===== config.mk =====
export PLATFORM = sky130hd
export DESIGN_NAME = pd_entry_gate
export DESIGN_NICKNAME = d
export VERILOG_FILES = /design/src/rtl/pd_gate_pkg.sv /design/src/rtl/pd_down_counter.sv /design/src/rtl/pd_bank_tracker.sv /design/src/rtl/pd_entry_gate.sv
export SDC_FILE = /design/constraint.sdc
export NUM_CORES = 1
export LEC_CHECK = 0
export CORE_MARGIN = 2
export CORE_UTILIZATION = 57
export CTS_CLUSTER_SIZE = 40
export DETAILED_ROUTE_END_ITERATION = 16
export DONT_BUFFER_PORTS = 1
export PLACE_DENSITY = 0.81
export SLEW_MARGIN = 5
export SYNTH_ARGS = -nofsm -noshare
export SYNTH_HDL_FRONTEND = slang
export SYNTH_SLANG_ARGS = --single-unit

===== constraint.sdc =====
create_clock -name clk -period 2.4 [get_ports clk]
set_input_delay 0.48 -clock clk [delete_from_list [all_inputs] [get_ports clk]]
set_output_delay 0.48 -clock clk [all_outputs]
set_load 0.02 [all_outputs]

===== src/rtl/pd_gate_pkg.sv =====
package pd_gate_pkg;

  localparam logic [2:0] OP_NOP = 3'd0;
  localparam logic [2:0] OP_ACT = 3'd1;
  localparam logic [2:0] OP_PRE = 3'd2;
  localparam logic [2:0] OP_LMR = 3'd3;

  // A mode-register load is legal only with every bank closed and the
  // precharge timer run out.
  function automatic logic lm_is_legal(input logic banks_idle,
                                       input logic rp_expired);
    return banks_idle && rp_expired;
  endfunction

  // Power-down entry condition for the current cycle.
  function automatic logic entry_allowed(input logic cke_high,
                                         input logic want,
                                         input logic cmd_busy,
                                         input logic banks_idle,
                                         input logic mrd_expired);
    return cke_high && want && !cmd_busy && banks_idle && mrd_expired;
  endfunction

endpackage


===== src/rtl/pd_down_counter.sv =====
module pd_down_counter #(
  parameter int TW = 8
) (
  input  logic          clk,
  input  logic          rst,
  input  logic          load,
  input  logic [TW-1:0] span,
  output logic          expired
);

  logic [TW-1:0] cnt_q;

  // Loading span-1 makes the counter read zero exactly span cycles after the
  // cycle that loaded it.
  function automatic logic [TW-1:0] reload_value(input logic [TW-1:0] s);
    return (s == '0) ? '0 : s - TW'(1);
  endfunction

  always_ff @(posedge clk) begin
    if (rst)                cnt_q <= '0;
    else if (load)          cnt_q <= reload_value(span);
    else if (cnt_q != '0)   cnt_q <= cnt_q - TW'(1);
  end

  assign expired = (cnt_q == '0);

endmodule


===== src/rtl/pd_bank_tracker.sv =====
module pd_bank_tracker #(
  parameter int BANKS  = 8,
  parameter int BANK_W = $clog2(BANKS)
) (
  input  logic              clk,
  input  logic              rst,
  input  logic              open_en,
  input  logic              close_en,
  input  logic              close_all,
  input  logic [BANK_W-1:0] bank,
  output logic [BANKS-1:0]  open_mask,
  output logic              all_closed
);

  for (genvar b = 0; b < BANKS; b++) begin : g_bank
    logic hit;
    assign hit = (bank == BANK_W'(b));
    always_ff @(posedge clk) begin
      if (rst)                                open_mask[b] <= 1'b0;
      else if (open_en && hit)                open_mask[b] <= 1'b1;
      else if (close_en && (close_all || hit)) open_mask[b] <= 1'b0;
    end
  end

  assign all_closed = (open_mask == '0);

endmodule


===== src/rtl/pd_entry_gate.sv =====
module pd_entry_gate
  import pd_gate_pkg::*;
#(
  parameter int BANKS  = 8,
  parameter int TW     = 8,
  localparam int BANK_W = $clog2(BANKS)
) (
  input  logic              clk,
  input  logic              rst,
  input  logic              cmd_valid,
  input  logic [2:0]        cmd_op,
  input  logic              cmd_a10,
  input  logic [BANK_W-1:0] cmd_bank,
  input  logic              pd_req,
  input  logic [TW-1:0]     t_rp,
  input  logic [TW-1:0]     t_mrd,
  input  logic [TW-1:0]     t_cke,
  output logic              cke,
  output logic              pd_grant,
  output logic              cmd_err
);

  // Named internal events
  logic             cmd_live;
  logic             cmd_in_pd;
  logic             issue;
  logic             is_act;
  logic             is_pre;
  logic             is_lm;
  logic             lm_ok;
  logic             lm_bad;
  logic             want;
  logic             cke_exit;
  logic             all_closed;
  logic             rp_done;
  logic             mrd_done;
  logic             cke_done;
  logic [BANKS-1:0] open_mask;

  logic cke_q;
  logic pend_q;
  logic err_q;

  assign cmd_live  = cmd_valid && (cmd_op != OP_NOP);
  assign cmd_in_pd = cmd_live && !cke_q;
  assign issue     = cmd_live && cke_q;
  assign is_act    = issue && (cmd_op == OP_ACT);
  assign is_pre    = issue && (cmd_op == OP_PRE);
  assign is_lm     = issue && (cmd_op == OP_LMR);
  // Any of the four mode-register selects on cmd_bank[1:0] is accepted.
  assign lm_ok     = is_lm && lm_is_legal(all_closed, rp_done);
  assign lm_bad    = is_lm && !lm_ok;
  assign want      = pd_req || pend_q;
  assign pd_grant  = entry_allowed(cke_q, want, cmd_live, all_closed, mrd_done);
  assign cke_exit  = !cke_q && cke_done && !pd_req;

  pd_bank_tracker #(.BANKS(BANKS), .BANK_W(BANK_W)) u_banks (
    .clk        (clk),
    .rst        (rst),
    .open_en    (is_act),
    .close_en   (is_pre),
    .close_all  (cmd_a10),
    .bank       (cmd_bank),
    .open_mask  (open_mask),
    .all_closed (all_closed)
  );

  pd_down_counter #(.TW(TW)) u_rp (
    .clk (clk), .rst (rst), .load (is_pre), .span (t_rp), .expired (rp_done)
  );

  pd_down_counter #(.TW(TW)) u_mrd (
    .clk (clk), .rst (rst), .load (lm_ok), .span (t_mrd), .expired (mrd_done)
  );

  pd_down_counter #(.TW(TW)) u_cke (
    .clk (clk), .rst (rst), .load (pd_grant), .span (t_cke), .expired (cke_done)
  );

  always_ff @(posedge clk) begin
    if (rst) begin
      cke_q  <= 1'b1;
      pend_q <= 1'b0;
      err_q  <= 1'b0;
    end else begin
      if (pd_grant)      cke_q <= 1'b0;
      else if (cke_exit) cke_q <= 1'b1;
      pend_q <= cke_q && want && !pd_grant;
      err_q  <= cmd_in_pd || lm_bad;
    end
  end

  assign cke     = cke_q;
  assign cmd_err = err_q;

endmodule


==> results list <==
- Remaining max-slew budget at the tightest pin: 47.5%
- At the end of the flow, the number of nets in the layout was 362.
* Share of the core filled with cells: 64.8%
- Layout Area Growth over Synthesis: 9.86%
- Clock tree root driver cell: clkbuf_8
* Rows: 23
- Syn_nets: 354
* Final weighted congestion in routability-driven placement: 0.864
- The total count of hold-check failures in the final report is 0.
* Share of the clock period used by the worst path: 96.9%
- Slew at the pin closest to its max-slew limit: 777 ps
* Worst min-delay path endpoint: u_mrd.cnt_q[7]
- After synthesis, the netlist uses 44 different library cells.
- Capturing element type of the critical path: output pin
- Power spread over the standard cell area amounts to 1090 nW/µm².
- Die Wd: 68.3 µm
- Dividing the detail-routed wire length by the instance count gives 13.4 µm.
- Worst hold slack: 252 ps
- Gr ovfl total: 0
- IR analysis of the VDD net gives a maximum drop of 0.494 mV.
- Effective utilization at floorplan: 59.0%
- Of all flip-flops after synthesis, the portion carrying an async set or reset was 0%.
- Hold-fix buffer count after cts: 0
- GRT met2 Usage: 40.5%
* Clock latency on the worst-skew pair: 280 ps
- For the final routed database, the setup TNS stands at 0 ps.
- The number of buffers and inverters on the critical path is 1.
* Clock H-tree levels: 2
- Run status: completed
* Clock Path Buffers: 2
- Proportion of layout cells with a drive suffix above 1: 11.3%
* Register-to-register path setup slack: 150 ps
- Pins Over Slew Limit: 0
- Via count: 2173
- The die covers 4670 µm².
- Total wire length: 4.94 mm
- Setup repair after global routing could not meet its margin everywhere.
- Arr. time, crit path: 1850 ps
- Type of element launching the critical path: register
- Pwr Total: 2.84 mW
- CTS tree: built
- Total Routing Usage GR: 22.6%
* Total clock sinks: 35
- TritonCTS created 5 clock buffers.
- Dominant delay contributor by cell family on the critical path: simple AND/OR/NAND/NOR gates
- R2R Path End: u_mrd.cnt_q[4]
- Number of register bits inferred by synthesis: 35
- Commonest cells after routing, fill and taps aside: 42 x nor2_1, 34 x a21oi_1, 33 x dfxtp_1
- Global routing used 26.0% of the available met1 tracks.
- Worst min-delay path startpoint: rst
- Detailed-routing iteration count for the pre-antenna-repair pass: 5
- After detailed routing, the number of remaining DRC violations is 0.
* Maximum number of pins on one net before global-route repair: 31
- Die H: 68.3 µm
* Number of synthesized flops with an enable pin: 0
- For the final database, setup skew stands at 8.34 ps.
- The most critical setup path has its startpoint at u_mrd.cnt_q[4].
- The core region is 4000 µm².
- Most heavily used metal layer in global routing: met2
- Slowest cell on crit path: or4_4
- Along the worst hold path, the cell count comes to 1.
- Post-route non-filler standard cell count: 368
- Cell total after placement: 359
- Delay of the slowest cell on the worst path: 540 ps
- The critical path is of the reg -> out type.
- Count of yosys warnings during synthesis: 0
- The synthesized netlist occupies a cell area of 2360 µm².
* Share of synthesized area occupied by flip-flops and latches: 29.7%
* Clock transition time at the flip-flop clock pins of the worst setup and hold paths: 80 ps
- For met3 alone, demand over resource in global routing was 6.09%.
* Count of maximum capacitance violations: 0
- The first routing iteration left 118 violations.
- The first global-routing pass estimated 8.11 mm of wire.
- Top FF cell, synth: dfxtp_1
- The via count of the first global-routing pass is 1993.
- During I/O placement, the number of pins put on the boundary was 38.
- The number of antenna violations at the first check in global routing came to 0.
- R2r startpoint: u_rp.cnt_q[0]
* Synthesized instance count: 309
- A synthesized cell averages 7.64 µm².
- Using the TritonRoute via totals, the vias-per-cell ratio works out to 5.90.
- Total of endpoints with negative setup slack in the final report: 0
* Number of buffers added on ports: 0
- In this run the worst path has a maximum fanout of 3.
* Depth of the worst register-to-register path: 8
* Count of nets left with antenna violations after detail routing: 0
- Most common library cell in the layout ignoring fill and taps: nor2_1
- For the worst setup path, the data required time is 1920 ps.
* Cells along the critical path: or4_4 > or3_4 > nor3_4 > buf_6
- Minimum period implied by the final worst setup slack: 2330 ps
- Highest clock rate: 430 MHz
- The min-delay analysis places its worst path in the category in -> reg.
- Leakage power total: 1.03 nW
- The number of antenna diodes in the final layout is 0.
- DP HPWL: 3.72 mm
[cell families after synthesis]
| family | after synthesis | share of synthesized area, % |
|---|---|---|
| and+or+nand+nor | 133 | 29.9 |
| AOI/OAI and AO/OA | 78 | 20.5 |
| DFF | 35 | 29.7 |
| buffers and inverters | 28 | 4.82 |
| xor gates and xnor gates | 17 | 6.31 |
| adders and majority gates | 10 | 5.30 |
| muxes | 8 | 3.50 |
[routing by layer]
metal  wire length [µm]  part of all wire (%)
met1               2150                    43
met2               2540                    51
met3                189                   3.8
met4                 67                   1.4
met5                  0                     0
[stage by stage]
stage,setup WS (ps),instance area (µm²)
after CTS,11.6,2570
after global placement,93.7,2460
after floorplan,23.2,2360
after global routing,17.9,2590
final,74.0,2590
after detailed placement,37.8,2460
[synth_stat cells (all sizes together), types with 4 or more instances]
library cell / count / area (µm²)
inv: 19 / 71.3
a22oi: 5 / 37.5
mux2i: 6 / 60.1
ha: 10 / 125
nand2b: 9 / 56.3
or3: 5 / 31.3
a21oi: 34 / 170
clkbuf: 6 / 22.5
nor2: 42 / 158
nor4: 6 / 52.6
nand3b: 5 / 37.5
or4: 5 / 41.3
nand2: 24 / 90.1
xor2: 11 / 96.3
o31ai: 4 / 30.0
nand3: 4 / 20.0
dfxtp: 35 / 701
a211oi: 12 / 100
o21ai: 12 / 60.1
xnor2: 6 / 52.6
nor3: 17 / 85.1
nor4b: 4 / 41.3
[registers in the layout, indices dropped and copies added (netlist names)]
register           flops
u_banks.open_mask      8
pend_q                 1
cke                    1
u_cke.cnt_q            8
u_mrd.cnt_q            8
cmd_err                1
u_rp.cnt_q             8
[worst max-delay path by stage]
stage / end / slack [ps] / depth (start not counted)
after global routing: pd_grant / 20 / 4
after CTS: pd_grant / 10 / 4
after detailed placement: u_mrd.cnt_q[6] / 40 / 8
after global placement: u_mrd.cnt_q[0] / 90 / 8
final: pd_grant / 70 / 4
after floorplan: u_mrd.cnt_q[0] / 20 / 8
[what timing repair did]
item	CTS	global route
resized for setup	3	4
setup buffers	0	1
pin swaps	0	4
endpoints found under the setup margin	1	8
[layout make-up]
cell class | count | area, µm²
Sequential cell | 35 | 703
Multi-Input combinational cell | 246 | 1570
Inverter | 19 | 71.3
Timing Repair Buffer | 10 | 91.3
Clock buffer | 6 | 82.6
Fill cell | 372 | 1410
Tap cell | 50 | 62.6
Clock inverter | 2 | 16.3
[power breakdown]
part           switching [mW]  internal (mW)
clock network           0.216          0.234
logic                   0.742          0.739
registers               0.146          0.759
No activity file was read; power rests on OpenSTA's default activity.
